--- src/rtl/mseq_pkg.sv ---
`timescale 1ns/1ps
package mseq_pkg;
   // next-address selection, bits 1:0 of every microword
   typedef enum logic [1:0] {
      SEQ_FETCH = 2'b00,
      SEQ_DISP1 = 2'b01,
      SEQ_DISP2 = 2'b10,
      SEQ_INCR  = 2'b11
   } seq_code_e;

   // target of the load port
   typedef enum logic [1:0] {
      LD_CSTORE = 2'b00,
      LD_DISP1  = 2'b01,
      LD_DISP2  = 2'b10,
      LD_NONE   = 2'b11
   } ld_sel_e;

   localparam int SEQ_W  = 2;
   localparam int N_DISP = 2;
endpackage

--- src/rtl/mseq_table.sv ---
`timescale 1ns/1ps
// Generic writable table with combinational read, cleared by reset.
module mseq_table #(
   parameter int AW    = 4,
   parameter int DW    = 18,
   parameter int DEPTH = 1 << AW
) (
   input  logic          clk,
   input  logic          rst_n,
   input  logic          we,
   input  logic [AW-1:0] waddr,
   input  logic [DW-1:0] wdata,
   input  logic [AW-1:0] raddr,
   output logic [DW-1:0] rdata
);
   if (DEPTH > (1 << AW) || DEPTH < 1) begin : g_bad_depth
      $error("mseq_table: DEPTH does not fit the address width");
   end

   logic [DW-1:0] mem_q [DEPTH];

   for (genvar r = 0; r < DEPTH; r++) begin : g_row
      always_ff @(posedge clk or negedge rst_n) begin
         if (!rst_n)                      mem_q[r] <= '0;
         else if (we && waddr == AW'(r))  mem_q[r] <= wdata;
      end
   end

   assign rdata = mem_q[raddr];
endmodule

--- src/rtl/mseq_next.sv ---
`timescale 1ns/1ps
// Four-way next micro-address selection with incrementer.
module mseq_next
   import mseq_pkg::*;
#(
   parameter int AW = 4
) (
   input  logic          hold,
   input  seq_code_e     seq,
   input  logic [AW-1:0] cur,
   input  logic [AW-1:0] disp1,
   input  logic [AW-1:0] disp2,
   output logic [AW-1:0] nxt
);
   logic [AW-1:0] inc;
   assign inc = AW'(cur + 1'b1);

   always_comb begin
      if (hold) nxt = '0;
      else begin
         unique case (seq)
            SEQ_FETCH: nxt = '0;
            SEQ_DISP1: nxt = disp1;
            SEQ_DISP2: nxt = disp2;
            SEQ_INCR:  nxt = inc;
            default:   nxt = '0;
         endcase
      end
   end
endmodule

--- src/rtl/mseq_top.sv ---
`timescale 1ns/1ps
module mseq_top
   import mseq_pkg::*;
#(
   parameter int UPC_W  = 4,
   parameter int CTRL_W = 16,
   parameter int OP_W   = 6,
   localparam int WORD_W = CTRL_W + SEQ_W
) (
   input  logic              clk,
   input  logic              rst_n,
   input  logic              ld_hold,
   input  logic              ld_we,
   input  logic [1:0]        ld_sel,
   input  logic [OP_W-1:0]   ld_addr,
   input  logic [WORD_W-1:0] ld_data,
   input  logic [OP_W-1:0]   opcode,
   output logic [UPC_W-1:0]  upc,
   output logic [CTRL_W-1:0] ctrl
);
   if (UPC_W < 2 || UPC_W > 8) begin : g_bad_upc
      $error("mseq_top: UPC_W out of range");
   end
   if (UPC_W > OP_W) begin : g_bad_addr
      $error("mseq_top: load address narrower than micro-address");
   end
   if (OP_W > 8) begin : g_bad_op
      $error("mseq_top: opcode tables too deep");
   end

   logic [UPC_W-1:0]  upc_q, upc_d;
   logic [WORD_W-1:0] word;
   logic [UPC_W-1:0]  disp_q [N_DISP];
   logic [UPC_W-1:0]  disp1_q, disp2_q;
   seq_code_e         seq_code;
   logic              ld_ok;

   assign ld_ok = ld_hold & ld_we;

   mseq_table #(.AW(UPC_W), .DW(WORD_W)) u_cstore (
      .clk   (clk),
      .rst_n (rst_n),
      .we    (ld_ok && ld_sel == LD_CSTORE),
      .waddr (ld_addr[UPC_W-1:0]),
      .wdata (ld_data),
      .raddr (upc_q),
      .rdata (word)
   );

   for (genvar g = 0; g < N_DISP; g++) begin : g_disp
      mseq_table #(.AW(OP_W), .DW(UPC_W)) u_disp (
         .clk   (clk),
         .rst_n (rst_n),
         .we    (ld_ok && ld_sel == 2'(g + 1)),
         .waddr (ld_addr),
         .wdata (ld_data[UPC_W-1:0]),
         .raddr (opcode),
         .rdata (disp_q[g])
      );
   end

   assign disp1_q  = disp_q[0];
   assign disp2_q  = disp_q[1];
   assign seq_code = seq_code_e'(word[SEQ_W-1:0]);

   mseq_next #(.AW(UPC_W)) u_next (
      .hold  (ld_hold),
      .seq   (seq_code),
      .cur   (upc_q),
      .disp1 (disp1_q),
      .disp2 (disp2_q),
      .nxt   (upc_d)
   );

   always_ff @(posedge clk or negedge rst_n) begin
      if (!rst_n) upc_q <= '0;
      else        upc_q <= upc_d;
   end

   assign upc  = upc_q;
   assign ctrl = word[WORD_W-1:SEQ_W];
endmodule

--- config.mk ---
export PLATFORM = sky130hd
export DESIGN_NAME = mseq_top
export DESIGN_NICKNAME = d
export VERILOG_FILES = /design/src/rtl/mseq_pkg.sv /design/src/rtl/mseq_table.sv /design/src/rtl/mseq_next.sv /design/src/rtl/mseq_top.sv
export SDC_FILE = /design/constraint.sdc
export NUM_CORES = 1
export LEC_CHECK = 0
export CORE_MARGIN = 3
export CORE_UTILIZATION = 31
export DETAILED_ROUTE_END_ITERATION = 6
export PLACE_DENSITY = 0.52
export SETUP_SLACK_MARGIN = 0.3
export SYNTH_ARGS = -nofsm -noshare
export SYNTH_HDL_FRONTEND = slang
export SYNTH_HIERARCHICAL = 1
export SYNTH_SLANG_ARGS = --single-unit
--- constraint.sdc ---
create_clock -name clk -period 3.5 [get_ports clk]
set_clock_uncertainty 0.05 [all_clocks]
set_input_delay 0.7 -clock clk [delete_from_list [all_inputs] [get_ports clk]]
set_output_delay 0.7 -clock clk [all_outputs]
set_load 0.005 [all_outputs]
==> results.rst <==
.. list-table::
   :header-rows: 1

   * - Metric
     - Value
   * - Worst setup path category
     - reg2out
   * - Unrepaired setup endpoints after global routing
     - true
   * - # IOs
     - 56
   * - Count of distinct cell types in the synthesized netlist
     - 53
   * - Num rows
     - 126
   * - Worst slew slack as a fraction of its limit
     - 24.3%
   * - Family of cells with the greatest summed delay on the critical path
     - buffers and inverters
   * - Number of cells on the worst reg-to-reg path
     - 11
   * - Effective utilization at floorplan
     - 31.3%
   * - Initial antenna violation count
     - 0
   * - Final critical path time including I/O delays and setup
     - 3350 ps
   * - Die area
     - 0.124 sq mm
   * - Routed WL per cell
     - 24.0 microns
   * - Total Routing Usage GR
     - 16.4%
   * - Routability-driven placement congestion ratio
     - 0.809
   * - Final WS setup
     - 145 ps
   * - Kind of start point of the critical path
     - register
   * - Vias in the first global route
     - 24000
   * - Drt via density
     - 5.19
   * - # diodes
     - 0
   * - Number of buffers and inverters on the critical path
     - 5
   * - Slew at the pin closest to its max-slew limit
     - 1130 ps
   * - Number of logic stages on the critical path including buffering
     - 8
   * - Critical Path Sink
     - ctrl[1]
   * - Cell area power density
     - 496 mW/mm^2
   * - Worst Path Required
     - 2750 ps
   * - Net switching power
     - 5.03 mW
   * - Cell chain of the critical path
     - buf_6 -> buf_12 -> buf_16 -> buf_8 -> mux4_2 -> a22oi_2 -> nand2_2 -> buf_2
   * - Setup crit end kind
     - output pin
   * - Total number of yosys warnings
     - 6
   * - Detailed Routing Iterations Pass 1
     - 5
   * - Max Cap Violations
     - 0
   * - R2r setup slk
     - 460 ps
   * - Number of H-tree branching levels
     - 3
   * - Static leakage
     - 20.4 nW
   * - Fraction of power spent switching nets
     - 23.2%
   * - Worst hold slack after final layout
     - 449 ps
   * - Hold Fails Final Rpt
     - 0
   * - Number of clock sinks
     - 804
   * - Run status
     - completed
   * - Internal Dissipation
     - 16.7 mW
   * - Synthesized area per cell
     - 15.3 sq um
   * - Final net count
     - 2591
   * - Seq/Total Area, Yosys
     - 54.2%
   * - Overall die width
     - 352 microns
   * - Mapped Area
     - 0.0371 sq mm
   * - Vias post-DR
     - 21900
   * - Pin count of the biggest net entering global routing
     - 121
   * - Biggest area contributors in the synthesized netlist
     - sky130_fd_sc_hd__dfrtp_1 (54%), sky130_fd_sc_hd__mux2_2 (24%), sky130_fd_sc_hd__mux4_2 (12%), sky130_fd_sc_hd__nand2_1 (1.2%), sky130_fd_sc_hd__clkbuf_1 (1.1%)
   * - Count of input and output buffers
     - 55
   * - Area growth from synthesis to layout
     - 18.1%
   * - Remaining Overflow, GRT
     - 0
   * - Number of nets still failing antenna checks after routing
     - 0
   * - Proportion of layout cells with a drive suffix above 1
     - 52.7%
   * - Synth async-reset ratio
     - 100%
   * - Clk buf depth
     - 3
   * - Clock network fraction of total power
     - 46.1%
   * - Pre-CTS WS
     - 112 ps
   * - Post-Syn Nets
     - 2469
   * - Reg2reg end
     - upc[3]
   * - Worst Hold Class
     - reg2reg
   * - Slew Limit Fails
     - 0
   * - Clock root cell
     - sky130_fd_sc_hd__clkbuf_16
   * - Timing startpoint of the critical path
     - upc[0]
   * - Largest voltage drop on the vdd net
     - 0.327 mV
   * - Portion of total power attributed to sequential cells
     - 45.8%
   * - Number of register bits inferred by synthesis
     - 804
   * - Cell with the biggest individual delay on the critical path
     - sky130_fd_sc_hd__dfrtp_4
   * - Crit share post-route
     - 95.8%
   * - EDFF count, synth
     - 0
   * - Post-synthesis cell count
     - 2432
   * - Number of endpoints failing setup at the final stage
     - 0
   * - Commonest non-fill, non-tap cell in the layout
     - sky130_fd_sc_hd__dfrtp_1
   * - Commonest cells after routing, fill and taps aside
     - sky130_fd_sc_hd__dfrtp_1 (802), sky130_fd_sc_hd__mux2_2 (800), sky130_fd_sc_hd__mux4_2 (200), sky130_fd_sc_hd__nand2_1 (111), sky130_fd_sc_hd__buf_4 (95)
   * - DIE HEIGHT
     - 352 microns
   * - Clock-pin slew on the worst setup and hold paths
     - 60 ps
   * - Total Wirelength
     - 101 mm
   * - Latest clock arrival within the worst-skew pair
     - 660 ps
   * - Portion of synthesized cell area occupied by the leading cell type
     - 54.2%
   * - Maximum net fanout on the critical path
     - 7
   * - Biggest area consumer among synthesized cells
     - sky130_fd_sc_hd__dfrtp_1
   * - Highest clock rate
     - 0.298 GHz
   * - Main flop type after synthesis
     - sky130_fd_sc_hd__dfrtp_1
   * - Startpoint of the most critical register-to-register path
     - upc[0]
   * - Drt first-iter violations
     - 1362
   * - Remaining DRCs
     - 0
   * - Fill count
     - 11100
   * - Core Region
     - 0.118 sq mm
   * - CTS tree
     - yes
   * - Combinational share of power
     - 8.1%
   * - Global-route wire length before repair
     - 158 mm
   * - Setup TNS
     - 0 ps
   * - HPWL after DPL
     - 65.3 mm
   * - Biggest cell delay along the critical path
     - 560 ps
   * - Data arrival, critical path
     - 2600 ps
   * - Clock buffers created by TritonCTS
     - 92
[final cells by class]
cell class	instances	area, sq um	share of cell area [%]
Sequential cell	804	20100	45.9
Tap cell	1600	2000	4.57
Multi-Input combinational cell	1451	16300	37.1
Timing Repair Buffer	204	2260	5.16
Clock buffer	139	2780	6.34
Inverter	1	3.75	0.00856
Clock inverter	27	397	0.905
[kinds of logic after synthesis]
group / count (synthesis) / synth area share [%]
adders and majority gates: 1 / 0.0337
DFF: 804 / 54.2
AOI/OAI and AO/OA: 114 / 2.36
muxes: 1012 / 36.8
and+or+nand+nor: 323 / 4.36
buffers and inverters: 177 / 2.27
xor gates and xnor gates: 1 / 0.0236
[registers in the layout, summed over array words and instances, names as in the netlist]
register	flops
upc	4
u_cstore/mem_q	288
g_disp.u_disp/mem_q	512
[power by group through the flow]
stage / Clock (mW) / Sequential (mW) / Combinational [mW]
floorplan: 0 / 10.0 / 1.01
detailed placement: 0 / 10.1 / 1.73
CTS: 10.3 / 9.95 / 1.78
finish: 10.0 / 9.95 / 1.75
global route: 10.7 / 10.0 / 1.91
global placement: 0 / 10.1 / 1.67
[cells in the mapped netlist, types with 16 or more instances]
cell,count
sky130_fd_sc_hd__o22ai_1,20
sky130_fd_sc_hd__a22oi_1,41
sky130_fd_sc_hd__nor2_1,66
sky130_fd_sc_hd__clkbuf_1,107
sky130_fd_sc_hd__nor3_1,16
sky130_fd_sc_hd__mux4_2,200
sky130_fd_sc_hd__buf_2,36
sky130_fd_sc_hd__nand3b_1,16
sky130_fd_sc_hd__dfrtp_1,804
sky130_fd_sc_hd__mux2_2,800
sky130_fd_sc_hd__nand2_1,118
sky130_fd_sc_hd__nand2b_1,19
sky130_fd_sc_hd__a22o_1,16
[timing repair]
item / in CTS / in global routing
hold endpoints to repair: 45 / 0
pin swaps: 29 / 7
gates resized for setup: 95 / 11
endpoints found under the setup margin: 16 / 18
setup buffers: 25 / 6
hold buffers: 1 / 0
gates cloned: 4 / 0
[per-stage QoR]
| step | instances | total power, mW | util [%] | cell area, sq um |
|---|---|---|---|---|
| detailed placement | 4024 | 11.8 | 33.9 | 40100 |
| CTS | 4220 | 22.1 | 37.0 | 43800 |
| floorplan | 2432 | 11.0 | - | 37100 |
| global route | 4226 | 22.6 | 37.0 | 43800 |
| global placement | 4024 | 11.8 | 33.9 | 40100 |
| finish | 4226 | 21.7 | 37.0 | 43800 |
[worst reg2reg max path, stage by stage (launching register included)]
cell	delay [ps]
sky130_fd_sc_hd__dfrtp_4	560
sky130_fd_sc_hd__buf_12	170
sky130_fd_sc_hd__buf_6	110
sky130_fd_sc_hd__buf_6	120
sky130_fd_sc_hd__buf_4	130
sky130_fd_sc_hd__buf_4	190
sky130_fd_sc_hd__mux4_2	440
sky130_fd_sc_hd__a22oi_1	290
sky130_fd_sc_hd__nand2_1	310
sky130_fd_sc_hd__and2b_1	330
sky130_fd_sc_hd__nand2_1	80
sky130_fd_sc_hd__a31oi_1	190
[per-layer routing]
metal / routed length (microns) / up-vias / global-route usage (%)
met5: 0 / - / 0
met4: 2150 / 0 / 4.26
met3: 4180 / 144 / 2.56
met2: 47400 / 451 / 26.0
met1: 47700 / 12000 / 23.5
li1: - / 9361 / -
[worst min path at each step]
stage | from | end | slack, ps | depth (start not counted)
6_report | g_disp[0].u_disp/mem_q[85] | g_disp[0].u_disp/mem_q[85] | 450 | 1
5_1_grt | g_disp[0].u_disp/mem_q[54] | g_disp[0].u_disp/mem_q[54] | 460 | 1
4_1_cts | g_disp[1].u_disp/mem_q[230] | g_disp[1].u_disp/mem_q[230] | 450 | 1
3_5_place_dp | u_cstore/mem_q[61] | u_cstore/mem_q[61] | 430 | 1
3_3_place_gp | u_cstore/mem_q[63] | u_cstore/mem_q[63] | 420 | 1
2_1_floorplan | rst_n | g_disp[0].u_disp/mem_q[0] | 350 | 0
Note: power is estimated with default switching activity, not from simulation.
